[config.mk]
export PLATFORM = sky130hd
export DESIGN_NAME = icap_channel
export DESIGN_NICKNAME = d
export VERILOG_FILES = /design/src/rtl/icap_pkg.sv /design/src/rtl/icap_edge_detect.sv /design/src/rtl/icap_trans_counter.sv /design/src/rtl/icap_link_gen.sv /design/src/rtl/icap_flag_inc.sv /design/src/rtl/icap_channel.sv
export SDC_FILE = /design/constraint.sdc
export NUM_CORES = 1
export LEC_CHECK = 0
export BUFFER_PORTS_ARGS = -buffer_cell sky130_fd_sc_hd__buf_2
export CAP_MARGIN = 20
export CORE_MARGIN = 2
export CORE_UTILIZATION = 50
export CTS_CLUSTER_DIAMETER = 60
export DETAILED_ROUTE_END_ITERATION = 7
export PLACE_DENSITY_LB_ADDON = 0.3
export SYNTH_ARGS = -nofsm -noshare
export SYNTH_HDL_FRONTEND = slang
export SYNTH_HIERARCHICAL = 1
export SYNTH_SLANG_ARGS = --single-unit
[constraint.sdc]
create_clock -name clk -period 4.3 [get_ports clk]
set_input_delay 0.86 -clock clk [delete_from_list [all_inputs] [get_ports clk]]
set_output_delay 0.86 -clock clk [all_outputs]
set_load 0.005 [all_outputs]
[src/rtl/icap_pkg.sv]
package icap_pkg;
  typedef enum logic [1:0] {
    EDGE_NONE = 2'b00,
    EDGE_RISE = 2'b01,
    EDGE_FALL = 2'b10,
    EDGE_BOTH = 2'b11
  } edge_sel_e;

  localparam int LINK_MAX = 8;
  localparam int BYTE_W   = 8;
endpackage

[src/rtl/icap_edge_detect.sv]
module icap_edge_detect #(
  parameter int SYNC = 2
) (
  input  logic                   clk,
  input  logic                   rst_n,
  input  logic                   pin_in,
  input  icap_pkg::edge_sel_e    mode,
  output logic                   hit
);
  logic [SYNC:0] chain_q;
  logic          cur, prev;

  always_ff @(posedge clk) begin
    if (!rst_n) chain_q <= '0;
    else        chain_q <= {chain_q[SYNC-1:0], pin_in};
  end

  assign cur  = chain_q[SYNC-1];
  assign prev = chain_q[SYNC];

  always_comb begin
    unique case (mode)
      icap_pkg::EDGE_RISE: hit = cur & ~prev;
      icap_pkg::EDGE_FALL: hit = ~cur & prev;
      icap_pkg::EDGE_BOTH: hit = cur ^ prev;
      default:             hit = 1'b0;
    endcase
  end
endmodule

[src/rtl/icap_trans_counter.sv]
module icap_trans_counter #(
  parameter int CNT_W = 8
) (
  input  logic             clk,
  input  logic             rst_n,
  input  logic             hit,
  input  logic [CNT_W-1:0] max_count,
  input  logic             single,
  input  logic             rearm,
  output logic             event_o,
  output logic             done
);
  logic [CNT_W-1:0] cnt_q;
  logic [CNT_W:0]   limit, next_cnt;
  logic             reached;

  always_comb begin
    limit    = (max_count == '0) ? (CNT_W+1)'(1) : {1'b0, max_count};
    next_cnt = {1'b0, cnt_q} + (CNT_W+1)'(1);
    reached  = (next_cnt == limit);
    event_o  = hit && !done && !rearm && reached;
  end

  always_ff @(posedge clk) begin
    if (!rst_n) begin
      cnt_q <= '0;
      done  <= 1'b0;
    end else if (rearm) begin
      cnt_q <= '0;
      done  <= 1'b0;
    end else if (hit && !done) begin
      if (reached) begin
        cnt_q <= '0;
        if (single) done <= 1'b1;
      end else begin
        cnt_q <= next_cnt[CNT_W-1:0];
      end
    end
  end
endmodule

[src/rtl/icap_link_gen.sv]
module icap_link_gen #(
  parameter int NUM_CH = 16,
  localparam int CH_W  = $clog2(NUM_CH)
) (
  input  logic              clk,
  input  logic              rst_n,
  input  logic              fire,
  input  logic              enable,
  input  logic [CH_W-1:0]   start,
  input  logic [3:0]        count,
  output logic [NUM_CH-1:0] link_q
);
  logic [3:0]        eff_count;
  logic [NUM_CH-1:0] in_range;

  assign eff_count = (count > 4'(icap_pkg::LINK_MAX)) ? 4'(icap_pkg::LINK_MAX) : count;

  for (genvar j = 0; j < NUM_CH; j++) begin : g_lane
    logic [CH_W-1:0] offset;
    assign offset      = CH_W'(j) - start;
    assign in_range[j] = ({{(32-CH_W){1'b0}}, offset} < {28'd0, eff_count});
  end

  always_ff @(posedge clk) begin
    if (!rst_n)               link_q <= '0;
    else if (fire && enable)  link_q <= in_range;
    else                      link_q <= '0;
  end
endmodule

[src/rtl/icap_flag_inc.sv]
module icap_flag_inc #(
  parameter int ADDR_W = 8,
  parameter int PEND_W = 4
) (
  input  logic              clk,
  input  logic              rst_n,
  input  logic              fire,
  input  logic              enable,
  input  logic [ADDR_W-1:0] addr_cfg,
  output logic              inc_valid,
  input  logic              inc_ready,
  output logic [ADDR_W-1:0] inc_addr,
  input  logic [7:0]        inc_rdata,
  output logic [7:0]        inc_wdata
);
  localparam logic [PEND_W-1:0] PEND_MAX = '1;

  logic [PEND_W-1:0] pend_q, base;
  logic              take;

  assign inc_valid = (pend_q != '0);
  assign inc_addr  = addr_cfg;
  assign take      = inc_valid && inc_ready;
  assign inc_wdata = inc_rdata + 8'(pend_q);

  always_comb begin
    base = take ? '0 : pend_q;
  end

  always_ff @(posedge clk) begin
    if (!rst_n)                                   pend_q <= '0;
    else if (fire && enable && base != PEND_MAX)  pend_q <= base + 1'b1;
    else                                          pend_q <= base;
  end
endmodule

[src/rtl/icap_channel.sv]
module icap_channel #(
  parameter int TIMER_W = 16,
  parameter int CNT_W   = 8,
  parameter int NUM_CH  = 16,
  parameter int ADDR_W  = 8,
  localparam int CH_W   = $clog2(NUM_CH)
) (
  input  logic               clk,
  input  logic               rst_n,
  input  logic               pin_in,
  input  logic [TIMER_W-1:0] timer_a,
  input  logic [TIMER_W-1:0] timer_b,
  input  logic [1:0]         cfg_edge,
  input  logic               cfg_timer_sel,
  input  logic [CNT_W-1:0]   cfg_max_count,
  input  logic               cfg_single,
  input  logic               rearm,
  input  logic               cfg_link_en,
  input  logic [CH_W-1:0]    cfg_link_start,
  input  logic [3:0]         cfg_link_count,
  input  logic               cfg_flag_en,
  input  logic [ADDR_W-1:0]  cfg_flag_addr,
  input  logic               irq_ack,
  output logic [TIMER_W-1:0] capture_value,
  output logic               irq,
  output logic               done,
  output logic [NUM_CH-1:0]  link_out,
  output logic               inc_valid,
  input  logic               inc_ready,
  output logic [ADDR_W-1:0]  inc_addr,
  input  logic [7:0]         inc_rdata,
  output logic [7:0]         inc_wdata
);
  logic hit, cap_event;
  icap_pkg::edge_sel_e mode;

  assign mode = icap_pkg::edge_sel_e'(cfg_edge);

  icap_edge_detect #(.SYNC(2)) u_edge (
    .clk(clk), .rst_n(rst_n), .pin_in(pin_in), .mode(mode), .hit(hit)
  );

  icap_trans_counter #(.CNT_W(CNT_W)) u_count (
    .clk(clk), .rst_n(rst_n), .hit(hit), .max_count(cfg_max_count),
    .single(cfg_single), .rearm(rearm), .event_o(cap_event), .done(done)
  );

  icap_link_gen #(.NUM_CH(NUM_CH)) u_link (
    .clk(clk), .rst_n(rst_n), .fire(cap_event), .enable(cfg_link_en),
    .start(cfg_link_start), .count(cfg_link_count), .link_q(link_out)
  );

  icap_flag_inc #(.ADDR_W(ADDR_W), .PEND_W(4)) u_flag (
    .clk(clk), .rst_n(rst_n), .fire(cap_event), .enable(cfg_flag_en),
    .addr_cfg(cfg_flag_addr), .inc_valid(inc_valid), .inc_ready(inc_ready),
    .inc_addr(inc_addr), .inc_rdata(inc_rdata), .inc_wdata(inc_wdata)
  );

  always_ff @(posedge clk) begin
    if (!rst_n) begin
      capture_value <= '0;
      irq           <= 1'b0;
    end else begin
      if (cap_event) capture_value <= cfg_timer_sel ? timer_b : timer_a;
      if (cap_event)    irq <= 1'b1;
      else if (irq_ack) irq <= 1'b0;
    end
  end
endmodule

# Yosys cells after proc, flatten, opt, wreduce, memory -nomap -nowiden
# Index checks and enable logic that the tools add are counted.
# word_totals
ff_bits	49
in_bits	76
word_cells	78
# classes
n_mux	9
order_cmp	17
addsub	19
reduce_logical	15
n_eq_ne	5
bitwise	6
# op_table
op	n
4-bit less-than comparator	16
4-bit subtractor, first input constant	8
16-bit two-way mux	1
8-bit two-way mux	2
3-bit by 4-bit subtractor with 4-bit output, first input constant	4
4-bit two-way mux	3
8-bit by 1-bit adder with 9-bit output, second input constant	1
9-bit equality test	1
8-bit by 4-bit adder with 8-bit output	1
8-bit zero test	1
1-bit by 4-bit subtractor with 4-bit output, first input constant	2
2-bit by 4-bit subtractor with 4-bit output, first input constant	2
1-bit logical AND	7
4-bit by 1-bit adder with 4-bit output, second input constant	1
2-bit equality test, second input constant	2
4-bit > comparator, second input constant	1
4-bit inequality test, second input constant	1
4-bit nonzero test	1
1-bit inverter	3
1-bit case mux with 3 select lines	1
3-bit AND reduction	1
1-bit bitwise AND	2
2-bit by 1-bit equality test with 1-bit output, second input constant	1
1-bit zero test	2
other kinds (5)	6

# Depth between registers and ports, before layout
# logic_depth
ltp_word	9
mapped_depth	12

# Hierarchy
# Netlist, hierarchy kept.
# by_module_without_submodules
mod	n_inst	area_per_inst_um2	cells_each	seq_area_each_um2
icap_link_gen	1	1276.2	137	320.3
icap_trans_counter	1	837.1	105	180.2
icap_channel	1	724.4	73	340.3
icap_flag_inc	1	491.7	59	80.1
icap_edge_detect	1	137.6	15	60.1

# Worst setup path after synthesis
# OpenSTA, ideal clock, no wires.
# synth_timing
path_type	input to register
startpoint	input port cfg_max_count[5]
endpoint	register u_link.link_q[6]
setup_slack_ns	1.053
setup_time_ns	0.059
cell_stages	8
arrival_time_ns	3.188
path_cell_list	xor2_1 > or3b_1 > a21oi_2 > o21ai_2 > nor4_1 > nand3_1 > nor4b_1 > a31o_1
# synth_between
elab_chain_len	6
# synth_rtl
element	line_no	rtl
start: declaration	icap_channel.sv:15	input logic [CNT_W-1:0] cfg_max_count,
8-bit zero test	icap_trans_counter.sv:18	limit = (max_count == '0) ? (CNT_W+1)'(1) : {1'b0, max_count};
8-bit two-way mux *	icap_trans_counter.sv:18	
9-bit equality test *	icap_trans_counter.sv:20	reached = (next_cnt == limit);
1-bit logical AND *	icap_trans_counter.sv:21	event_o = hit && !done && !rearm && reached;
named net cap_event	icap_channel.sv:34	logic hit, cap_event;
1-bit logical AND *	icap_link_gen.sv:26	else if (fire && enable) link_q <= in_range;
2-bit AND reduction (no line) *	--	
end signal: assignment	icap_link_gen.sv:26	
end: declaration	icap_link_gen.sv:11	output logic [NUM_CH-1:0] link_q
# Mark *: on every way through the listed nets, which the timed path passes. The rest lies on a longest branch.
# A chain may end at the register's enable or synchronous reset.

# Final worst setup path
# layout_timing
startpoint	register u_count.cnt_q[0]
endpoint	register u_link.link_q[6]
# layout_between
elab_chain_len	5
# layout_rtl
element	line_no	rtl
start: declaration	icap_trans_counter.sv:13	logic [CNT_W-1:0] cnt_q;
start signal: assignment	icap_trans_counter.sv:36	cnt_q <= next_cnt[CNT_W-1:0];
8-bit by 1-bit adder with 9-bit output	icap_trans_counter.sv:19	next_cnt = {1'b0, cnt_q} + (CNT_W+1)'(1);
9-bit equality test	icap_trans_counter.sv:20	
1-bit logical AND	icap_trans_counter.sv:21	
named net cap_event	icap_channel.sv:34	
1-bit logical AND	icap_link_gen.sv:26	
2-bit AND reduction (no line)	--	
# The timed path passes the listed nets, and every way through them passes these cells.

==> impl_metrics.json <==
{
  "status": "complete, no violations",
  "antenna_cells_inserted": 0,
  "tritoncts": "built",
  "p_total_mw": 0.947,
  "finClkSkew_ns": 0.00385,
  "cts-hold-fix-buffers": 0,
  "max_clock_freq_ghz": 0.306,
  "path_clk_slew_ns": 0.08,
  "die_height_um": 87.3,
  "timing.final.hold_violations": 0,
  "critical_path.max_fanout": 13,
  "drive_above_1_share_pct": 29.5,
  "instances_no_fill": 565,
  "antenna_found_initial": 0,
  "cts_htree_levels": 2,
  "port-buffer-count": 110,
  "num_vias": 3095,
  "number_of_clock_sinks_seen_by_cts": 49,
  "dpl-instance-area_mm2": 0.00395,
  "postSynth.topFlopCell": "dfxtp_1",
  "initialDrtViolationCount": 79,
  "num-nets-final": 594,
  "final.min_clock_period_ns": 3.26,
  "core_area_mm2": 0.00676,
  "count_leader_synth": "dfxtp_1",
  "power.ir.vdd_worst_v": 0.000127,
  "syn_avg_cell_area_um2": 8.91,
  "slew_headroom_pct": 69.4,
  "clk_latency_ns": 0.30,
  "multi_input_area_mm2": 0.00222,
  "pin_count": 127,
  "synth_seq_cells": 49,
  "cp.arrival_ns": 3.51,
  "synth_cell_type_count": 69,
  "routed_via_density": 5.48,
  "die_x_um": 87.3,
  "post-route-util_pct": 59.9,
  "async_sr_flop_fraction_pct": 0,
  "synth_area_leader_cell": "dfxtp_1",
  "grt.overflow.total": 0,
  "syn2layout_area_growth_pct": 16.8,
  "fin_crit_sh_pct": 75.9,
  "power.density_mw_per_mm2": 234,
  "rows": 30,
  "cap_violations": 0,
  "mappedNetlistNets": 499,
  "pin_count_of_the_biggest_net_entering_global_routing": 35,
  "final_max_slew_viol_count": 0,
  "synth_top_area_share_pct": 28.3,
  "footprint_of_the_flip_flops_and_latches_um2": 981,
  "synth.cells.most_frequent": "dfxtp_1 (49), ha_1 (33), a21oi_1 (29)",
  "route.detailed.wl_per_inst_um": 14.1,
  "drt_pre_antenna_iters": 4,
  "worst_setup_path_end_kind": "register",
  "place_hpwl_um": 6330,
  "postLayoutCellArea_mm2": 0.00405,
  "design.die.area_mm2": 0.00762,
  "first_global_vias": 2749,
  "worst_case_clock_buffer_depth": 2,
  "route.final.wire_length_um": 7980,
  "weighted_congestion_at_the_end_of_routability_driven_global_placement": 0.837,
  "hp-class": "register to register",
  "cts_buffers": 5,
  "synth-edff-count": 0,
  "timing.setup.critical_path_class": "register to register",
  "postCtsSetupBuffers": 0,
  "yosysWarnings": 6,
  "rsz_0062_raised_after_global_routing": "false",
  "yosys-top-cells-area": "dfxtp_1 (28%), ha_1 (12%), mux2i_1 (4.9%), a21oi_1 (4.2%), nor2b_1 (3.4%)",
  "leakage_nw": 1.92,
  "placedCellCount": 557,
  "cp-start-kind": "register",
  "worst-endpoint-required_ns": 4.55,
  "initial_utilization_pct": 51.3,
  "post_cts_resized": 0,
  "cell_area_after_technology_mapping_mm2": 0.00347,
  "synth_sequential_area_ratio_pct": 28.3,
  "setup_tns_ns": 0,
  "postRouteAntennaNets": 0,
  "remaining_drc_errors": 0,
  "buffer_cell_driving_the_clock_tree_root": "clkbuf_8",
  "layout.filler_cells": 627,
  "setup_viol_count_final": 0,
  "grt_pass1_wl_um": 12500,
  "track_usage_pct": 20.5,
  "syn-instance-count": 389,
  "worst-slew-pin-transition_ns": 0.455
}
==> cells in the final DEF, fill, tap and decap left out, types with 2 or more instances in the layout <==
cell / instances
a211oi_1: 5
a21o_1: 6
a21oi_1: 29
a221o_1: 2
a311oi_2: 2
a31o_1: 3
a31oi_1: 2
a31oi_4: 2
and2_1: 4
and2b_1: 2
and3_1: 7
buf_2: 110
buf_4: 2
clkbuf_8: 7
dfxtp_1: 49
ha_1: 33
inv_1: 22
mux2i_1: 17
nand2_1: 24
nand2b_1: 4
nand3_1: 8
nand4_1: 3
nor2_1: 6
nor2_2: 2
nor2b_1: 19
nor3_1: 12
nor3_2: 2
nor3b_1: 3
o2111ai_1: 2
o211ai_1: 3
o21a_1: 3
o21ai_0: 23
o21ai_1: 6
o21bai_1: 3
o22ai_1: 7
xnor2_1: 11
xor2_1: 9
==> path summary, 6_finish.rpt <==
| kind | depth (start not counted) | end | from | slack (ns) |
|---|---|---|---|---|
| worst min register to register | 1 | u_edge/chain_q[1] | u_edge/chain_q[0] | 0.46 |
| worst max register to register | 10 | u_link/link_q[6] | u_count/cnt_q[0] | 1.04 |
| worst max-delay path | 10 | u_link/link_q[6] | u_count/cnt_q[0] | 1.04 |
| worst min-delay path | 1 | u_edge/chain_q[1] | u_edge/chain_q[0] | 0.46 |
==> power by group <==
part	leakage [nW]	switching, mW	internal [mW]
registers	0.395	0.00119	0.455
clock network	0.0542	0.143	0.145
logic	1.47	0.109	0.0943
total	1.92	0.253	0.694
==> cell type report <==
class                      count  area share, %
multi-input combinational    294           54.8
clock buffer                   7           2.38
sequential                    49           24.2
tap                           80           2.47
clock inverter                 1          0.124
timing repair buffer         112           14.0
inverter                      22           2.04
==> flip-flops by register name, summed over array words and instances (netlist names) <==
signal / count
u_count/done: 1
u_count/cnt_q: 8
irq: 1
u_link/link_q: 16
u_flag/pend_q: 4
u_edge/chain_q: 3
capture_value: 16
==> kinds of logic (layout without fill, tap and decap cells) <==
logic type	Yosys count	after routing	share of synthesized area [%]
xor gates and xnor gates	21	21	5.52
adders and majority gates	36	36	13.1
DFF	49	49	28.3
buffers and inverters	46	142	7.90
and+or+nand+nor	109	109	18.2
AOI/OAI and AO/OA	111	111	22.1
muxes	17	17	4.91
==> worst max-delay path: stages (launching register included) <==
cell and delay, ns:
dfxtp_1 0.56, ha_1 0.38, and3_1 0.24, nand4_1 0.14
a21boi_1 0.22, o2111ai_2 0.27, nor4_2 0.48, nand3_1 0.21
buf_4 0.23, nor4b_1 0.32, a31o_1 0.15
==> per-stage QoR <==
step / hold WS (ns) / worst slack, ns
detailed placement: 0.432 / 0.958
global route: 0.489 / 0.710
floorplan: 0.406 / 1.05
global placement: 0.435 / 0.980
finish: 0.457 / 1.04
CTS: 0.464 / 1.05
==> layer usage <==
layer | global-route usage (%) | share of wire (%) | vias up | wire [µm]
li1 | - | - | 1588 | -
met1 | 26.3 | 44 | 1417 | 3530
met2 | 35.2 | 49 | 77 | 3940
met4 | 6.99 | 1.7 | 0 | 134
met3 | 2.65 | 4.8 | 13 | 379
met5 | 0 | 0 | - | 0
Note: power is estimated with default switching activity, not from simulation.
